[src/rtl/cb_sched_pkg.sv]
package cb_sched_pkg;
  typedef enum logic {CLS_UL = 1'b0, CLS_DL = 1'b1} cls_e;

  // Winner at a block boundary when both classes wait.
  function automatic cls_e contend_pick(input logic ul_has, input logic dl_has,
                                        input cls_e last_served);
    if (ul_has == dl_has) return (last_served == CLS_UL) ? CLS_DL : CLS_UL;
    return dl_has ? CLS_DL : CLS_UL;
  endfunction
endpackage

[src/rtl/cb_credit.sv]
module cb_credit #(
  parameter int WW   = 8,
  parameter int UNIT = 3,
  localparam int CW  = $clog2(((1 << WW) - 1) * UNIT + 1)
) (
  input  logic          clk,
  input  logic          rst_n,
  input  logic [WW-1:0] weight,
  input  logic          round_reload,
  input  logic          commit,
  input  logic          take,
  input  logic          idle_reload,
  output logic [CW-1:0] eff,
  output logic          cnt_zero
);
  function automatic logic [CW-1:0] credit_of(input logic [WW-1:0] w);
    return CW'(w) * CW'(UNIT);
  endfunction

  function automatic logic [CW-1:0] spend(input logic [CW-1:0] c);
    return (c == '0) ? '0 : c - 1'b1;
  endfunction

  logic [CW-1:0] cnt_q, cnt_d, full;

  assign full     = credit_of(weight);
  assign eff      = round_reload ? full : cnt_q;
  assign cnt_zero = (cnt_q == '0);

  always_comb begin
    cnt_d = cnt_q;
    if (take)             cnt_d = spend(eff);
    else if (commit)      cnt_d = eff;
    else if (idle_reload) cnt_d = full;
  end

  always_ff @(posedge clk or negedge rst_n) begin
    if (!rst_n) cnt_q <= '0;
    else        cnt_q <= cnt_d;
  end

  // a started block costs exactly one unit
  p_take_dec_r4: assert property (@(posedge clk) disable iff (!rst_n)
    (take && eff != '0) |=> (cnt_q == $past(eff) - 1'b1));
  // idle boundary refills the allowance
  p_idle_reload_r7: assert property (@(posedge clk) disable iff (!rst_n)
    (idle_reload && !commit) |=> (cnt_q == $past(full)));
endmodule

[src/rtl/cb_lock.sv]
module cb_lock
  import cb_sched_pkg::*;
(
  input  logic clk,
  input  logic rst_n,
  input  logic fire,
  input  logic fire_last,
  input  cls_e pick_sel,
  output logic locked,
  output cls_e owner,
  output cls_e last_served,
  output logic start
);
  logic lock_q;
  cls_e own_q, last_q;

  assign locked      = lock_q;
  assign owner       = own_q;
  assign last_served = last_q;
  assign start       = fire && !lock_q;

  always_ff @(posedge clk or negedge rst_n) begin
    if (!rst_n) begin
      lock_q <= 1'b0;
      own_q  <= CLS_UL;
      last_q <= CLS_DL;
    end else if (start) begin
      own_q  <= pick_sel;
      last_q <= pick_sel;
      lock_q <= !fire_last;
    end else if (fire && fire_last) begin
      lock_q <= 1'b0;
    end
  end

  // owner holds until its last beat is taken
  p_hold_owner_r3: assert property (@(posedge clk) disable iff (!rst_n)
    (lock_q && !(fire && fire_last)) |=> (lock_q && $stable(own_q)));
endmodule

[src/rtl/cb_sched_top.sv]
module cb_sched_top
  import cb_sched_pkg::*;
#(
  parameter int DW   = 16,
  parameter int WW   = 8,
  parameter int UNIT = 3
) (
  input  logic          clk,
  input  logic          rst_n,
  input  logic [WW-1:0] ul_weight,
  input  logic [WW-1:0] dl_weight,
  input  logic          ul_valid,
  input  logic          ul_last,
  input  logic [DW-1:0] ul_data,
  output logic          ul_ready,
  input  logic          dl_valid,
  input  logic          dl_last,
  input  logic [DW-1:0] dl_data,
  output logic          dl_ready,
  output logic          out_valid,
  output logic          out_last,
  output logic [DW-1:0] out_data,
  output logic          out_class,
  input  logic          out_ready
);
  localparam int CW = $clog2(((1 << WW) - 1) * UNIT + 1);

  logic          locked, start, fire, fire_last, idle, both_zero, grant_ok;
  cls_e          owner, last_served, pick_sel, cur_sel;
  logic [CW-1:0] ul_eff, dl_eff;
  logic          ul_zero, dl_zero;

  assign both_zero = ul_zero && dl_zero;
  assign idle      = !locked && !ul_valid && !dl_valid;

  always_comb begin
    if (ul_valid && dl_valid) pick_sel = contend_pick(ul_eff != '0, dl_eff != '0, last_served);
    else if (dl_valid)        pick_sel = CLS_DL;
    else                      pick_sel = CLS_UL;
  end

  assign cur_sel   = locked ? owner : pick_sel;
  assign grant_ok  = locked || ul_valid || dl_valid;
  assign out_valid = grant_ok && ((cur_sel == CLS_DL) ? dl_valid : ul_valid);
  assign out_last  = (cur_sel == CLS_DL) ? dl_last : ul_last;
  assign out_data  = (cur_sel == CLS_DL) ? dl_data : ul_data;
  assign out_class = (cur_sel == CLS_DL);
  assign ul_ready  = out_ready && grant_ok && (cur_sel == CLS_UL);
  assign dl_ready  = out_ready && grant_ok && (cur_sel == CLS_DL);
  assign fire      = out_valid && out_ready;
  assign fire_last = fire && out_last;

  cb_lock u_lock (
    .clk(clk), .rst_n(rst_n), .fire(fire), .fire_last(fire_last),
    .pick_sel(pick_sel), .locked(locked), .owner(owner),
    .last_served(last_served), .start(start)
  );

  cb_credit #(.WW(WW), .UNIT(UNIT)) u_cred_ul (
    .clk(clk), .rst_n(rst_n), .weight(ul_weight), .round_reload(both_zero),
    .commit(start), .take(start && cur_sel == CLS_UL), .idle_reload(idle),
    .eff(ul_eff), .cnt_zero(ul_zero)
  );

  cb_credit #(.WW(WW), .UNIT(UNIT)) u_cred_dl (
    .clk(clk), .rst_n(rst_n), .weight(dl_weight), .round_reload(both_zero),
    .commit(start), .take(start && cur_sel == CLS_DL), .idle_reload(idle),
    .eff(dl_eff), .cnt_zero(dl_zero)
  );

  // never two readies
  p_excl_ready_r10: assert property (@(posedge clk) disable iff (!rst_n)
    $onehot0({ul_ready, dl_ready}));
  // no crossing while a block is in progress
  p_no_cross_r3: assert property (@(posedge clk) disable iff (!rst_n)
    (locked && owner == CLS_UL) |-> !dl_ready);
  p_no_cross_dl_r3: assert property (@(posedge clk) disable iff (!rst_n)
    (locked && owner == CLS_DL) |-> !ul_ready);
  // a lone waiting class goes through at once
  p_lone_ul_r2: assert property (@(posedge clk) disable iff (!rst_n)
    (!locked && ul_valid && !dl_valid) |-> (out_valid && !out_class));
  p_lone_dl_r2: assert property (@(posedge clk) disable iff (!rst_n)
    (!locked && dl_valid && !ul_valid) |-> (out_valid && out_class));
  // allowance beats no allowance
  p_credit_pref_r6: assert property (@(posedge clk) disable iff (!rst_n)
    (!locked && ul_valid && dl_valid && ul_eff != '0 && dl_eff == '0) |-> !out_class);
endmodule

[config.mk]
export PLATFORM = sky130hd
export DESIGN_NAME = cb_sched_top
export DESIGN_NICKNAME = d
export VERILOG_FILES = /design/src/rtl/cb_sched_pkg.sv /design/src/rtl/cb_credit.sv /design/src/rtl/cb_lock.sv /design/src/rtl/cb_sched_top.sv
export SDC_FILE = /design/constraint.sdc
export NUM_CORES = 1
export LEC_CHECK = 0
export CAP_MARGIN = 15
export CORE_UTILIZATION = 50
export CTS_CLUSTER_SIZE = 25
export DETAILED_ROUTE_END_ITERATION = 8
export DONT_BUFFER_PORTS = 1
export HOLD_SLACK_MARGIN = 0.02
export SYNTH_ARGS = -nofsm -noshare
export SYNTH_HDL_FRONTEND = slang
export SYNTH_HIERARCHICAL = 1
export SYNTH_SLANG_ARGS = --single-unit
[constraint.sdc]
create_clock -name clk -period 4.4 [get_ports clk]
set_input_delay 0.22 -clock clk [delete_from_list [all_inputs] [get_ports clk]]
set_output_delay 0.22 -clock clk [all_outputs]
set_load 0.005 [all_outputs]
* Word level (Yosys, flattened, before mapping)
Cells that the tools add are included.
W data, S select, Z words.
** Cells by class
- $add $sub $neg :: 2
- Multiply operators :: 2
- Equality and inequality tests :: 1
- Muxes and demuxes :: 24
- Bitwise gates (word level) :: 1
- Reduce and logical (&&, ||, !) cells :: 29
** Operator list (count)
- $mux W10 :: 10
- $logic_not A10 Y1 :: 4
- $mul A8 B2 Y10 const B :: 2
- $reduce_bool A10 Y1 :: 2
- $sub A10 B1 Y10 const B :: 2
- $mux W16 :: 1
- $logic_and A1 B1 Y1 :: 14
- $mux W1 :: 13
- $reduce_bool A3 Y1 :: 2
- $logic_not A1 Y1 :: 4
- $logic_or A1 B1 Y1 :: 2
- $reduce_bool A2 Y1 :: 1
- $eq A1 B1 Y1 :: 1
- $not A1 Y1 :: 1
** Storage, ports and cells
- Bits in registers :: 23
- Bits of input ports :: 55
- Output and inout port bits :: 21
- Word-level logic and storage cells :: 64

* Longest topological paths before layout
Gate-level depths: netlist (run 1).
- Depth after elaboration :: 17
- Depth in mapped cells :: 19
- Depth with buffers taken out :: 17

* Hierarchy
The synthesis (run 1) kept the hierarchy.
** Modules (own cells, without submodules)
- cb_credit at u_cred_dl :: instances 1, cells an instance 161, area each 1330.0 um^2, seq. area each 250.2 um^2
- cb_credit at u_cred_ul :: instances 1, cells an instance 163, area each 1312.5 um^2, seq. area each 250.2 um^2
- cb_sched_top :: instances 1, cells an instance 137, area each 1023.5 um^2, seq. area each 0.0 um^2
- cb_lock :: instances 1, cells an instance 8, area each 128.9 um^2, seq. area each 76.3 um^2

* Worst setup path before layout (run 1)
OpenSTA, ideal clock, no wires.
- Path kind :: register -> register
- Start :: reg u_cred_dl.cnt_q[7]
- End :: reg u_cred_dl.cnt_q[8]
- Setup time :: 0.131 ns
- Arrival time :: 3.784 ns
- Required time :: 4.269 ns
- Slack :: 0.485 ns
- Stages on the path, launching flop included :: 19
- Buffers on the path :: 4
- Clock period less this slack :: 3.915 ns
- Cells stage by stage :: dfrtp_1 -> nor4_1 -> nand2_1 -> nor4_1 -> and2_1 -> buf_4 -> buf_2 -> mux2i_1 -> inv_1 -> or4_4 -> o311ai_4 -> buf_6 -> o211ai_2 -> a21boi_1 -> or3_1 -> buf_1 -> nor2_1 -> a41oi_1 -> nand3_1
** On the way
- Longest elaborated chain between the ends :: 16
- Elaborated cells between the ends (all ways) :: 24
- Classes of those cells :: add/sub: 1; eq/ne: 1; mux: 12; reduce/logical: 10
** RTL lines
- start: declaration :: RTL line cb_credit.sv:24 : logic [CW-1:0] cnt_q, cnt_d, full;
- start signal: assignment :: RTL line cb_credit.sv:39 : else cnt_q <= cnt_d;
- $logic_not A10 Y1 (*) :: RTL line cb_credit.sv:28 : assign cnt_zero = (cnt_q == '0);
- named net dl_zero :: RTL line cb_sched_top.sv:31 : logic ul_zero, dl_zero;
- $logic_and A1 B1 Y1 (*) :: RTL line cb_sched_top.sv:33 : assign both_zero = ul_zero && dl_zero;
- named net both_zero :: RTL line cb_sched_top.sv:28 : logic locked, start, fire, fire_last, idle, both_zero, grant_ok;
- $mux W10 (*) :: RTL line cb_credit.sv:27 : assign eff = round_reload ? full : cnt_q;
- named net ul_eff[6] :: RTL line cb_sched_top.sv:30 : logic [CW-1:0] ul_eff, dl_eff;
- $reduce_bool A10 Y1 (*) :: RTL line cb_sched_top.sv:37 : if (ul_valid && dl_valid) pick_sel = contend_pick(ul_eff != '0, dl_eff != '0, last_served);
- $eq A1 B1 Y1 (*) :: RTL line cb_sched_pkg.sv:7 : if (ul_has == dl_has) return (last_served == CLS_UL) ? CLS_DL : CLS_UL;
- [3 not listed]
- $mux W1 (*) :: RTL line cb_sched_top.sv:37
- $mux W1 (*) :: RTL line cb_sched_top.sv:42 : assign cur_sel = locked ? owner : pick_sel;
- $mux W1 :: RTL line cb_sched_top.sv:44 : assign out_valid = grant_ok && ((cur_sel == CLS_DL) ? dl_valid : ul_valid);
- $logic_and A1 B1 Y1 :: RTL line cb_sched_top.sv:44
- $logic_and A1 B1 Y1 :: RTL line cb_sched_top.sv:50 : assign fire = out_valid && out_ready;
- $logic_and A1 B1 Y1 :: RTL line cb_lock.sv:20 : assign start = fire && !lock_q;
- $mux W10 or $logic_and A1 B1 Y1 (tied branches) :: RTL line cb_credit.sv:33, cb_sched_top.sv:67
- $mux W10 or $reduce_bool A3 Y1 (tied branches)
The timed path passes the listed nets; every way through them passes the cells marked *. The select of a mux whose other input is x is not followed.
A chain may end at the register's enable or synchronous reset.

* Final worst setup path (run 1)
- Start :: reg u_cred_ul.cnt_q[5]
- End :: out out_data[0]
** On the way
- Longest elaborated chain between the ends :: 11
- Elaborated cells between the ends (all ways) :: 14
- Classes of those cells :: eq/ne: 1; mux: 9; reduce/logical: 4
** RTL lines
- start: declaration :: RTL line cb_credit.sv:24
- start signal: assignment :: RTL line cb_credit.sv:39
- $logic_not A10 Y1 (*) :: RTL line cb_credit.sv:28
- named net ul_zero :: RTL line cb_sched_top.sv:31
- $logic_and A1 B1 Y1 (*) :: RTL line cb_sched_top.sv:33
- named net both_zero :: RTL line cb_sched_top.sv:28
- $mux W10 (*) :: RTL line cb_credit.sv:27
- named net dl_eff[8] :: RTL line cb_sched_top.sv:30
- $reduce_bool A10 Y1 (*) :: RTL line cb_sched_top.sv:37
- $eq A1 B1 Y1 :: RTL line cb_sched_pkg.sv:7
- $mux W1 :: RTL line cb_sched_pkg.sv:7
- $mux W1 :: RTL line cb_sched_top.sv:37
- $mux W1 (*) :: RTL line cb_sched_pkg.sv:8 : return dl_has ? CLS_DL : CLS_UL;
- $mux W1 (*) :: RTL line cb_sched_top.sv:37
- $mux W1 (*) :: RTL line cb_sched_top.sv:42
- $mux W16 (*) :: RTL line cb_sched_top.sv:46 : assign out_data = (cur_sel == CLS_DL) ? dl_data : ul_data;
- end: declaration :: RTL line cb_sched_top.sv:22 : output logic [DW-1:0] out_data,
Marks and branches as above.

==> results of run 1 <==
through the flow:
step	util, %	hold WS [ns]	worst slack [ns]	instances
after floorplan	-	-0.07559	0.4846	469
after global placement	53.55	-0.07478	0.4028	560
after detailed placement	53.55	-0.07476	0.3565	560
after CTS	54.60	0.1962	0.08857	566
after global routing	54.82	0.2018	0.005293	566
final	54.82	0.1991	0.3896	566
cells by family after synthesis:
kind of cell    count (synthesis)  synth area share, %
fa+ha+maj                      24                8.309
xor+xnor                       14                3.231
compound gates                163                34.62
buf+inv                        54                6.824
flops                          23                15.20
simple gates                  155                21.23
mux                            36                10.58
timing repair:
| item | 4_1_cts | 5_1_grt |
|---|---|---|
| endpoints found under the hold margin | 23 | 0 |
| endpoints found under the setup margin | 0 | 24 |
| hold buffers | 2 | 0 |
| resized for setup | 0 | 4 |
| setup buffers | 0 | 0 |
placed cells by master, fill, tap and decap left out, types with 14 or more instances in the layout:
| cell type | Yosys | final |
|---|---|---|
| ha_1 | 22 | 22 |
| inv_1 | 25 | 25 |
| nor2_1 | 40 | 40 |
| mux2_2 | 18 | 18 |
| nand2_1 | 37 | 37 |
| o211ai_1 | 22 | 22 |
| buf_4 | 1 | 19 |
| mux2i_1 | 14 | 14 |
| o2111ai_1 | 18 | 18 |
| a21oi_1 | 16 | 16 |
| dfrtp_1 | 22 | 22 |
| a22oi_1 | 17 | 17 |
routing by layer:
metal / part of all wire, % / vias up / GRT usage [%]
li1: - / 1822 / -
met2: 44 / 131 / 40.87
met3: 7.2 / 4 / 4.155
met1: 48 / 1792 / 36.53
met4: 0.50 / 0 / 2.165
met5: 0 / - / 0
worst min-delay path, delay by kind of cell:
family,cells,cell delay [ns]
AND/OR/NAND/NOR,1,0.05
AO/OA/AOI/OAI,2,0.15
sequential cells by signal, summed over array words and instances (netlist names):
| signal | flops |
|---|---|
| u_cred_ul/cnt_q | 10 |
| u_lock/owner | 1 |
| u_lock/last_served | 1 |
| u_lock/locked | 1 |
| u_cred_dl/cnt_q | 10 |
final cells by class:
type | count | share of cell area, %
multi-input cells | 392 | 74.43
repair buffers | 21 | 4.319
well taps | 99 | 3.099
clock inverters | 1 | 0.1252
clock buffers | 3 | 1.033
flip-flops and latches | 23 | 14.43
inverters | 27 | 2.567
power by group through the flow:
stage               Sequential (mW)  Combinational, mW  Clock [mW]
CTS                           0.454               1.25       0.141
finish                        0.456               1.27       0.138
floorplan                     0.400               1.02           0
detailed placement            0.457               1.24           0
global route                  0.470               1.41       0.146
global placement              0.457               1.23           0
final timing paths:
check / depth (start not counted) / slack (ns) / end
max: 15 / 0.39 / out_data[0]
min: 3 / 0.20 / u_lock/locked
max reg2reg: 18 / 0.41 / u_cred_dl/cnt_q[8]
min reg2reg: 1 / 0.56 / u_cred_dl/cnt_q[0]
max in group asynchronous: 2 / 3.80 / u_lock/last_served
min in group asynchronous: 2 / 0.36 / u_cred_dl/cnt_q[6]
synthesized netlist by cell type (4+ instances only):
cell       number  share of area [%]
nand4_1         5               0.82
buf_6           6                1.8
a221oi_1       10                2.3
o211ai_1       22                4.4
clkbuf_1       14                1.4
nand2b_1        5               0.82
xor2_1          6                1.4
nor2b_1         5               0.82
mux2i_1        14                3.7
buf_2           5               0.66
a22oi_1        17                3.4
nand2_1        37                3.7
o21ai_0         9                1.2
o22ai_1         6               0.99
xnor2_1         8                1.8
nor4_1          6               0.99
nand3_1        11                1.5
dfrtp_1        22                 15
mux2_2         18                5.3
o21a_1          4               0.79
o22a_1          9                2.1
nor3_1         11                1.5
or2_2           4               0.66
o31ai_1         4               0.79
ha_1           22                7.3
nor2_1         40                4.0
inv_1          25                2.5
or3_1           5               0.82
o2111ai_1      18                4.2
a21oi_1        16                2.1
and3_1          6               0.99
==> reports/metrics.csv, run 1 <==
stage,metric,value,unit
finish,nFillCells,724,
cts,cts-root-buf,clkbuf_8,
setup_path,cpPeakStageDelay,0.52,ns
global_routing,track_usage,25.21,%
setup_path,critical_path_class,reg2out,
pwr,power_frac_seq,24.4,%
pwr,power.internal,938.2,uW
synthesis,synth-edff-count,0,
setup_path,path_buf_inv,4,
pwr,switchingPower,930.4,uW
setup_path,critPathCaptureType,primary output,
route,post_drt_wl_per_cell,18.74,um
placement,dp_hpwl,8.238,mm
synthesis,async_reset_ff_share,100.0,%
pwr,power,1.869,mW
floorplanning,start_util,52.04,%
sta,finalSetupViolCount,0,
synthesis,ys.flop_type,dfrtp_1,
global_routing,grt_overflow,0,
pwr,powerDensity,467.4,mW/mm2
setup_path,path_cells,"nor3_1, nand2_1, nor4_1, and2_1, buf_4, inv_1, or4_1, o221ai_1, a21oi_4, inv_1, nor3_1, nand3_1, buf_4, o21a_4, o211ai_1",
synthesis,yosys_warnings,6,
pwr,p_leak,1.540,nW
route,ant_nets,0,
sta,fin_worst_skew,0.007899,ns
finish,nets,547,
setup_path,crit_path_start_kind,flip-flop,
cts,clkLatencyLatePin,0.27,ns
sta,finalMaxSlewViolations,0,
global_routing,grt_max_degree,25,
route,num_vias,3749,
floorplanning,die-area,0.007942,mm2
synthesis,synthesis.nets,548,
floorplanning,die_y,89.12,um
finish,drive_gt1_share,17.13,%
synthesis,syn_area,0.003795,mm2
setup_path,path_delay_family,simple AND/OR/NAND/NOR gates,
floorplanning,die_w,89.12,um
pwr,clkPwrFrac,7.4,%
pwr,pwr-share-comb,68.2,%
placement,place_congestion,0.9678,
hold_path,hp-start,out_ready,
finish,area_growth,5.341,%
global_routing,antenna_found_initial,0,
synthesis,synth-seq-cells,23,
synthesis,avgSynthCellArea,8.091,um2
pwr,ir_worst_vdd,0.0002565,V
route,drtPass1Iterations,4,
finish,final_area,0.003998,mm2
sta,fin_setup_tns,0,ns
cts,cts.clk_slew.worst_paths,0.09,ns
finish,multi_input_area,0.002975,mm2
outcome,status,finished clean,
global_routing,grt_pass1_vias,3197,
global_routing,grt_pass1_wl,15.76,mm
floorplanning,core,0.007292,mm2
floorplanning,io_pins,76,
floorplanning,core.rowCount,31,
cts,cts.htree.levels,1,
sta,period_needed,4.010,ns
synthesis,synth_cell_types,83,
synthesis,syn_inst,469,
sta,fmax,249.3,MHz
finish,ff_latch_area,576.8,um2
cts,cts_tree,yes,
finish,diodes,0,
cts,cts_buffers,3,
route,viasPerCell,6.624,
sta,rsz0062_at_grt,no,
hold_path,hp-class,in2reg,
setup_path,arrival,3.79,ns
setup_path,cp_data_required_time,4.18,ns
sta,finalCritPeriodShare,91.15,%
placement,place_area,0.003905,mm2
setup_path,r2r-start,u_cred_ul/cnt_q[5],
setup_path,startpoint,u_cred_ul/cnt_q[5],
pwr,switching_share,49.79,%
setup_path,cp_max_fo,20,
synthesis,seq_area_frac_synth,15.20,%
flow_run,drv_cap,0,
setup_path,worst_path_max_delay_cell,or4_1,
cts,clockBufferDepth,2,
sta,hold_viol,0,
route,drc,0,
placement,io_buffers,0,
sta,worst_pin_slew,1.144,ns
cts,clkSinkCount,23,
sta,slew_headroom,23.44,%
route,totalWireLength,10.61,mm
route,drt_iter0_drc,233,
(Power assumes the default switching activity.)
==> run 2, diff against run 1 <==
CORE_ASPECT_RATIO = 1.2   (was not set)
==> reports/metrics.csv, run 2 (synthesis results as in run 1) <==
stage,metric,value,unit
cts,cts_tree,yes,
cts,cts-root-buf,clkbuf_8,
cts,cts_buffers,3,
finish,nFillCells,718,
sta,fin_worst_skew,0.006920,ns
route,drc,0,
global_routing,met2_usage,47.69,%
setup_path,r2r_setup_slack,0.43,ns
global_routing,grt_max_degree,26,
sta,worst_pin_slew,0.8897,ns
sta,whs,0.2060,ns
placement,dp_hpwl,8.059,mm
setup_path,critical_path_class,reg2reg,
pwr,power.internal,939.1,uW
setup_path,cp_data_required_time,4.60,ns
pwr,switchingPower,920.9,uW
pwr,ir_worst_vdd,0.0002319,V
pwr,pwr-share-comb,66.9,%
cts,clockBufferDepth,2,
pwr,p_leak,1.532,nW
finish,mostFrequentLayoutCell,nor2_1,
route,post_drt_wl_per_cell,19.28,um
pwr,clkPwrFrac,7.0,%
route,num_vias,3772,
sta,period_needed,3.969,ns
flow_run,drv_cap,0,
sta,finalMaxSlewViolations,0,
finish,nets,545,
outcome,status,finished clean,
cts,cts.clk_slew.worst_paths,0.08,ns
finish,drive_gt1_share,16.77,%
floorplanning,die-area,0.007944,mm2
setup_path,crit_path_start_kind,flip-flop,
finish,diodes,0,
global_routing,grt_pass1_vias,3611,
pwr,power_frac_seq,26.1,%
route,drt_iter0_drc,258,
finish,mostFrequentLayoutCells,"nor2_1 (40), nand2_1 (37), inv_1 (25)",
placement,io_buffers,0,
global_routing,track_usage,26.84,%
sta,finalCritPeriodShare,90.21,%
cts,clkLatencyLatePin,0.26,ns
global_routing,grt.busiest_layer,met2,
floorplanning,die_y,97.44,um
finish,area_growth,4.847,%
global_routing,grt_overflow,0,
floorplanning,core.rowCount,34,
floorplanning,io_pins,76,
sta,slew_headroom,40.69,%
sta,rsz0062_at_grt,no,
global_routing,gr-usage-met3,2.254,%
cts,cts.htree.levels,1,
pwr,switching_share,49.51,%
pwr,powerDensity,467.5,mW/mm2
floorplanning,core,0.007317,mm2
placement,place_congestion,0.9108,
pwr,power,1.860,mW
finish,reg.largest.list,"u_cred_dl/cnt_q x10, u_cred_ul/cnt_q x10",
route,totalWireLength,10.70,mm
global_routing,use_met1,32.52,%
sta,hold_viol,0,
setup_path,critPathCaptureType,flip-flop,
route,ant_nets,0,
global_routing,antenna_found_initial,0,
setup_path,cp_max_fo,17,
finish,final_core_util,54.38,%
sta,fmax,251.9,MHz
floorplanning,start_util,51.86,%
global_routing,grt_pass1_wl,16.93,mm
sta,finalSetupViolCount,0,
floorplanning,die_w,81.53,um
route,drtPass1Iterations,7,
route,viasPerCell,6.796,
cts,post-cts-setup-buffer-count,0,
sta,fin_setup_tns,0,ns
cts,clkSinkCount,23,
setup_path,arrival,4.17,ns
hold_path,hp-class,in2reg,
run 2: changes by cell type in the layout (fill, tap and decap cells not counted), sizes merged:
cell    before  now
buf         20   18
clkinv       3    1
clkbuf       3    4
inv         25   26
run 2: routing by layer:
layer	part of all wire, %	wire length, um
met1	42	4527
met2	50	5324
met3	4.6	492
met4	3.3	355
met5	0	0
run 2: worst paths after layout:
path / endpoint / startpoint / cells past startpoint
hold reg to reg: u_cred_ul/cnt_q[1] / u_cred_ul/cnt_q[1] / 1
min in group asynchronous: u_cred_ul/cnt_q[5] / rst_n / 2
hold / removal: u_lock/locked / out_ready / 2
max in group asynchronous: u_lock/last_served / rst_n / 2
setup reg to reg: u_cred_dl/cnt_q[0] / u_cred_dl/cnt_q[7] / 16
setup / recovery: u_cred_dl/cnt_q[0] / u_cred_dl/cnt_q[7] / 16
run 2: metrics by stage:
step | area, um2 | instances | setup slack, ns
after floorplan | 3795 | 469 | 0.4846
after global placement | 3884 | 548 | 0.3160
after detailed placement | 3884 | 548 | 0.2388
after CTS | 3959 | 554 | 0.04337
after global routing | 3979 | 555 | 0.01392
final | 3979 | 555 | 0.4306
run 2: critical path, cell delays in order, from the launching register on:
cell	delay, ns
dfrtp_1	0.41
nor4_1	0.29
nand2_1	0.08
nor4_1	0.18
and2_2	0.26
buf_12	0.17
mux2i_1	0.32
inv_1	0.11
or4_4	0.47
o311ai_4	0.30
o211ai_2	0.19
a21boi_2	0.26
buf_4	0.23
inv_1	0.11
a41o_1	0.28
nor2_1	0.12
o22a_1	0.13
run 2: layout make-up:
| type | count | area, um2 | share of cell area (%) |
|---|---|---|---|
| clock buffer | 4 | 45.04 | 1.132 |
| inverter | 27 | 102.6 | 2.579 |
| multi-input combinational | 392 | 2972 | 74.69 |
| sequential | 23 | 576.8 | 14.50 |
| tap | 90 | 112.6 | 2.830 |
| timing repair buffer | 19 | 170.2 | 4.277 |
run 2: power groups by stage:
stage,registers [mW],logic (mW),clock network [mW]
floorplan,0.400,1.02,0
global placement,0.483,1.20,0
detailed placement,0.485,1.21,0
CTS,0.481,1.23,0.140
global route,0.498,1.37,0.148
finish,0.485,1.24,0.131
run 2: timing repair:
item,in CTS,in global routing
hold buffers,2,0
endpoints found under the hold margin,23,0
gates resized for setup,0,5
endpoints found under the setup margin,0,30
